[config.mk]
export PLATFORM = sky130hd
export DESIGN_NAME = usb_hcfs_top
export DESIGN_NICKNAME = d
export VERILOG_FILES = /design/src/rtl/usb_hcfs_pkg.sv /design/src/rtl/usb_hcfs_state.sv /design/src/rtl/usb_hcfs_sof_timer.sv /design/src/rtl/usb_hcfs_cfg.sv /design/src/rtl/usb_hcfs_top.sv
export SDC_FILE = /design/constraint.sdc
export NUM_CORES = 1
export LEC_CHECK = 0
export BUFFER_PORTS_ARGS = -buffer_cell sky130_fd_sc_hd__buf_2
export CAP_MARGIN = 20
export CORE_MARGIN = 5
export CORE_UTILIZATION = 55
export DETAILED_ROUTE_END_ITERATION = 6
export GPL_TIMING_DRIVEN = 0
export PLACE_DENSITY_LB_ADDON = 0.05
export SKIP_CTS_REPAIR_TIMING = 1
export SYNTH_ARGS = -nofsm -noshare
export SYNTH_HDL_FRONTEND = slang
export SYNTH_SLANG_ARGS = --single-unit
[constraint.sdc]
create_clock -name clk -period 2.8 [get_ports clk]
set_clock_uncertainty 0.1 [all_clocks]
set_input_delay 0.14 -clock clk [delete_from_list [all_inputs] [get_ports clk]]
set_output_delay 0.14 -clock clk [all_outputs]
set_load 0.03 [all_outputs]
[src/rtl/usb_hcfs_pkg.sv]
package usb_hcfs_pkg;
    typedef enum logic [1:0] {
        HCFS_RESET   = 2'd0,
        HCFS_RESUME  = 2'd1,
        HCFS_OPER    = 2'd2,
        HCFS_SUSPEND = 2'd3
    } hcfs_e;
endpackage

[src/rtl/usb_hcfs_state.sv]
module usb_hcfs_state
    import usb_hcfs_pkg::*;
(
    input  logic  clk,
    input  logic  hw_rst_n,
    input  logic  sw_rst,
    input  logic  wr_en,
    input  logic [1:0] wr_state,
    input  logic  resume_det,
    output hcfs_e state_q_o,
    output hcfs_e state_d_o,
    output logic  port_rst_req
);
    typedef struct packed {
        hcfs_e st;
        logic  prt;
    } st_reg_t;

    st_reg_t r_d, r_q;

    always_comb begin
        r_d = r_q;
        if (sw_rst) begin
            r_d.st = HCFS_SUSPEND;
        end else if (wr_en) begin
            r_d.st = hcfs_e'(wr_state);
        end else if (r_q.st == HCFS_SUSPEND && resume_det) begin
            r_d.st = HCFS_RESUME;
        end
        r_d.prt = r_q.prt && (r_d.st == HCFS_RESET);
    end

    always_ff @(posedge clk or negedge hw_rst_n) begin
        if (!hw_rst_n) begin
            r_q.st  <= HCFS_RESET;
            r_q.prt <= 1'b1;
        end else begin
            r_q <= r_d;
        end
    end

    assign state_q_o    = r_q.st;
    assign state_d_o    = r_d.st;
    assign port_rst_req = r_q.prt;

    a_r3_sw_to_suspend: assert property (@(posedge clk) disable iff (!hw_rst_n)
        sw_rst |=> (state_q_o == HCFS_SUSPEND));
    a_r6_auto_resume: assert property (@(posedge clk) disable iff (!hw_rst_n)
        (state_q_o == HCFS_SUSPEND && resume_det && !wr_en && !sw_rst) |=> (state_q_o == HCFS_RESUME));
    a_r7_no_auto_move: assert property (@(posedge clk) disable iff (!hw_rst_n)
        (state_q_o != HCFS_SUSPEND && !wr_en && !sw_rst) |=> $stable(state_q_o));
    a_r2_prt_stays_low: assert property (@(posedge clk) disable iff (!hw_rst_n)
        !port_rst_req |=> !port_rst_req);
endmodule

[src/rtl/usb_hcfs_sof_timer.sv]
module usb_hcfs_sof_timer
    import usb_hcfs_pkg::*;
#(
    parameter int unsigned SOF_DELAY = 48000
) (
    input  logic  clk,
    input  logic  hw_rst_n,
    input  hcfs_e state_q,
    input  hcfs_e state_d,
    output logic  sof_en
);
    localparam int unsigned CNT_W = $clog2(SOF_DELAY + 1);
    localparam logic [CNT_W-1:0] LAST = CNT_W'(SOF_DELAY - 1);

    typedef struct packed {
        logic [CNT_W-1:0] cnt;
        logic             sof;
    } tmr_t;

    tmr_t t_d, t_q;

    always_comb begin
        t_d = t_q;
        if (state_d != HCFS_OPER || state_q != HCFS_OPER) begin
            t_d.cnt = '0;
            t_d.sof = 1'b0;
        end else if (!t_q.sof) begin
            if (t_q.cnt == LAST) begin
                t_d.sof = 1'b1;
            end else begin
                t_d.cnt = t_q.cnt + 1'b1;
            end
        end
    end

    always_ff @(posedge clk or negedge hw_rst_n) begin
        if (!hw_rst_n) begin
            t_q <= '0;
        end else begin
            t_q <= t_d;
        end
    end

    assign sof_en = t_q.sof;

    a_r9_sof_only_oper: assert property (@(posedge clk) disable iff (!hw_rst_n)
        sof_en |-> (state_q == HCFS_OPER));
    a_r8_sof_after_oper: assert property (@(posedge clk) disable iff (!hw_rst_n)
        $rose(sof_en) |-> $past(state_q == HCFS_OPER));
endmodule

[src/rtl/usb_hcfs_cfg.sv]
module usb_hcfs_cfg (
    input  logic clk,
    input  logic hw_rst_n,
    input  logic sw_rst,
    input  logic wr_en,
    input  logic wr_route,
    input  logic wr_rwconn,
    input  logic wr_rwen,
    input  logic resume_det,
    output logic int_route,
    output logic rwake_conn,
    output logic rwake_en,
    output logic wake_req
);
    typedef struct packed {
        logic route;
        logic rwc;
        logic rwe;
        logic wake;
    } cfg_t;

    cfg_t c_d, c_q;

    always_comb begin
        c_d      = c_q;
        c_d.wake = c_q.rwe && resume_det;
        if (sw_rst) begin
            c_d.rwe = 1'b0;
        end else if (wr_en) begin
            c_d.route = wr_route;
            c_d.rwc   = wr_rwconn;
            c_d.rwe   = wr_rwen;
        end
    end

    always_ff @(posedge clk or negedge hw_rst_n) begin
        if (!hw_rst_n) begin
            c_q <= '0;
        end else begin
            c_q <= c_d;
        end
    end

    assign int_route  = c_q.route;
    assign rwake_conn = c_q.rwc;
    assign rwake_en   = c_q.rwe;
    assign wake_req   = c_q.wake;

    a_r4_sw_keeps_bits: assert property (@(posedge clk) disable iff (!hw_rst_n)
        sw_rst |=> (int_route == $past(int_route) && rwake_conn == $past(rwake_conn) && !rwake_en));
    a_r10_no_wake_when_off: assert property (@(posedge clk) disable iff (!hw_rst_n)
        !rwake_en |=> !wake_req);
endmodule

[src/rtl/usb_hcfs_top.sv]
module usb_hcfs_top
    import usb_hcfs_pkg::*;
#(
    parameter int unsigned SOF_DELAY = 48000
) (
    input  logic       clk,
    input  logic       hw_rst_n,
    input  logic       sw_rst,
    input  logic       wr_en,
    input  logic [1:0] wr_state,
    input  logic       wr_route,
    input  logic       wr_rwconn,
    input  logic       wr_rwen,
    input  logic       resume_det,
    output logic [1:0] state,
    output logic       sof_en,
    output logic       wake_req,
    output logic       int_route,
    output logic       rwake_conn,
    output logic       rwake_en,
    output logic       port_rst_req
);
    hcfs_e st_q, st_d;

    usb_hcfs_state u_state (
        .clk          (clk),
        .hw_rst_n     (hw_rst_n),
        .sw_rst       (sw_rst),
        .wr_en        (wr_en),
        .wr_state     (wr_state),
        .resume_det   (resume_det),
        .state_q_o    (st_q),
        .state_d_o    (st_d),
        .port_rst_req (port_rst_req)
    );

    usb_hcfs_sof_timer #(.SOF_DELAY(SOF_DELAY)) u_sof (
        .clk      (clk),
        .hw_rst_n (hw_rst_n),
        .state_q  (st_q),
        .state_d  (st_d),
        .sof_en   (sof_en)
    );

    usb_hcfs_cfg u_cfg (
        .clk        (clk),
        .hw_rst_n   (hw_rst_n),
        .sw_rst     (sw_rst),
        .wr_en      (wr_en),
        .wr_route   (wr_route),
        .wr_rwconn  (wr_rwconn),
        .wr_rwen    (wr_rwen),
        .resume_det (resume_det),
        .int_route  (int_route),
        .rwake_conn (rwake_conn),
        .rwake_en   (rwake_en),
        .wake_req   (wake_req)
    );

    assign state = st_q;

    a_r5_write_loads: assert property (@(posedge clk) disable iff (!hw_rst_n)
        (wr_en && !sw_rst) |=> (state == $past(wr_state) && int_route == $past(wr_route)));
endmodule

==> qor.yml <==
grt:
  grt_pass1_vias: 1001
  grt_max_degree: 25
  grt_first_pass_wirelength_um: 4512
  grt_usage_pct: 17.49
  antenna_found_initial: 0
  grt-ovfl-total: 0
timing:
  rsz0062_at_grt: "no"
  drv_slew: 0
  fmax_mhz: 457.7
  tns_ps: 0
  worstMarginPinSlew_ps: 523.4
  hold_ws_ps: 21.67
  fin_crit_ps: 2185
  setup_ws_ps: 615.3
  slew_headroom_pct: 65.10
  hold_viol: 0
  fin_crit_sh_pct: 78.02
  finalSetupViolCount: 0
run_status:
  outcome: "finished clean"
finish:
  drive_gt1_share_pct: 17.76
  layoutNonFillerInstCount: 180
  multi_input_area_um2: 603.1
  fin_util_pct: 66.32
  syn2layout_area_growth_pct: 17.23
  diodes: 0
  n_fill_cell: 182
  seqCellArea_um2: 601.8
  finalNetCount: 164
  final_area_um2: 1439
place:
  place_worst_setup_slack_ps: 633.4
  globalplace.congestion: 0.8329
  postPlaceCellArea_um2: 1343
  dp_cells: 169
  dp_hpwl_um: 1911
  port_buffers: 16
setup_path:
  reg2reg_from: "u_sof.t_q[11]"
  reg2reg_to: "u_sof.t_q[2]"
  cp.arrival_ps: 2280
  crit_fanout: 9
  cp-start-kind: "register"
  ff2ff_path_depth: 4
  crit_path_start: "u_sof.t_q[11]"
  cp-endpoint: "u_sof.t_q[2]"
  worstPathRequired_ps: 2900
  end_kind: "register"
  path_class: "register to register"
  reg2reg_slack_ps: 620
floorplanning:
  die-width_um: 57.24
  io_pins: 18
  dieHeight_um: 57.24
  die_area_um2: 3276
  num_rows: 17
  core_area_um2: 2170
  start_util_pct: 56.57
yosys:
  yosys.cell_types.count: 39
  avgSynthCellArea_um2: 9.819
  yosysMostFrequentCell: "dfrtp_1"
  synth_largest_area_cell: "dfrtp_1"
  yosys-top-cells-area: "dfrtp_1 47%, a21oi_1 3.7%, nor2_1 3.4%, nand2_1 3.1%, nand4_1 3.1%"
  ys_ff_latch: 24
  synth_warnings: 0
  synthTopCellsByCount: "23 x dfrtp_1, 11 x nor2_1, 10 x nand2_1"
  synth_ff_type: "dfrtp_1"
  synth-edff-count: 0
  ys_seq_area_share_pct: 49.03
  synth_top_area_share_pct: 46.89
  syn_area_um2: 1227
  synth_cells: 125
  ys_async_sr_fraction_pct: 100.0
  synth_nets: 136
power:
  p_leak_nw: 0.6282
  ir_drop_uv: 412.2
  power_density_nw_per_um2: 406.8
  fin_total_pwr_mw: 0.5854
drt:
  drtAntennaViolNets: 0
  first_pass_iters: 4
  post-route-drc-count: 0
  finalWirelength_um: 2779
  drt_iter0_drc: 40
  vias_per_cell: 5.883
  detail_route.wl_per_cell_um: 15.44
  vias: 1059
clocking:
  cts-buffers-inserted: 3
  cts-root-buf: "clkbuf_4"
  cts_tree: "built"
  clkLatencyLatePin_ps: 310
  clock_path_buffers: 2
  clkSinkCount: 24
  htree_levels: 1
  clkSlewWorstSetupHoldPaths_ps: 130
worst_hold_path:
  hp-class: "input pin to register"
flow_run:
  maxCapViolations: 0
-- cell usage in the layout (no fill, tap or decap), types with 2 or more instances in the layout --
cell	synthesis	final
buf_2	0	16
and4b_1	2	2
or3_1	3	3
nor4b_1	2	2
a21oi_1	9	9
nand3_1	4	4
nor2b_1	3	3
nor2_1	11	11
and3_1	3	3
dlygate4sd3_1	0	7
o21ai_0	6	6
nand4_1	6	6
a31oi_1	2	2
dfrtp_1	23	23
nand2_1	10	10
clkbuf_4	0	3
and2_1	2	2
xnor2_1	2	2
or4_1	2	2
mux2_2	2	2
nor3_1	6	6
xor2_1	3	3
clkbuf_1	5	6
-- power by group --
group / switching [mW] / internal (mW) / leakage, nW / total, mW
clock: 0.101 / 0.0555 / 0.0150 / 0.157
combinational: 0.0402 / 0.0267 / 0.295 / 0.0669
sequential: 0.00624 / 0.355 / 0.319 / 0.362
-- worst max-delay path, cell delays in order (launching register included) --
cell and delay [ps]:
dfrtp_1 430, or4b_4 570, nor4_4 470, nor4b_1 110
or3_1 400
-- sequential cells by signal (all words and copies together), names as in the netlist --
name                  count
u_cfg.int_route           1
u_state.state_q_o         2
u_state.port_rst_req      1
u_sof.t_q                16
u_cfg.rwake_en            1
u_sof.sof_en              1
u_cfg.rwake_conn          1
u_cfg.wake_req            1
-- per-layer routing --
metal  wire length, um  global-route usage, %
met1              1217                  22.30
met2              1443                  29.36
met3                94                  3.167
met4                23                  6.954
met5                 0                      0
-- cells by family after synthesis --
group / count (synthesis) / synth area share (%)
adders and majority gates: 1 / 1.019
and+or+nand+nor: 65 / 32.21
DFF: 24 / 49.03
AOI/OAI and AO/OA: 21 / 9.684
xor gates and xnor gates: 5 / 3.568
muxes: 3 / 2.650
buffers and inverters: 6 / 1.835
-- how the worst min path moves through the flow --
| stage | start | end | slack, ps | cells past startpoint |
|---|---|---|---|---|
| 4_1_cts | hw_rst_n | u_sof.t_q[2] | -300 | 1 |
| 2_1_floorplan | hw_rst_n | u_cfg.int_route | -260 | 0 |
| 3_3_place_gp | hw_rst_n | u_sof.t_q[2] | 40 | 1 |
| 5_1_grt | wr_state[1] | u_state.state_q_o[1] | 20 | 3 |
| 6_report | wr_state[1] | u_state.state_q_o[1] | 20 | 3 |
| 3_5_place_dp | hw_rst_n | u_sof.t_q[1] | 50 | 1 |
-- final cells by class --
class / count / share of cell area (%)
Timing Repair Buffer: 23 / 10.43
Sequential cell: 24 / 41.83
Tap cell: 28 / 2.435
Buffer: 5 / 1.304
Clock buffer: 4 / 1.826
Inverter: 1 / 0.2609
Multi-Input combinational cell: 95 / 41.91
Power figures use the tool's default switching activity.
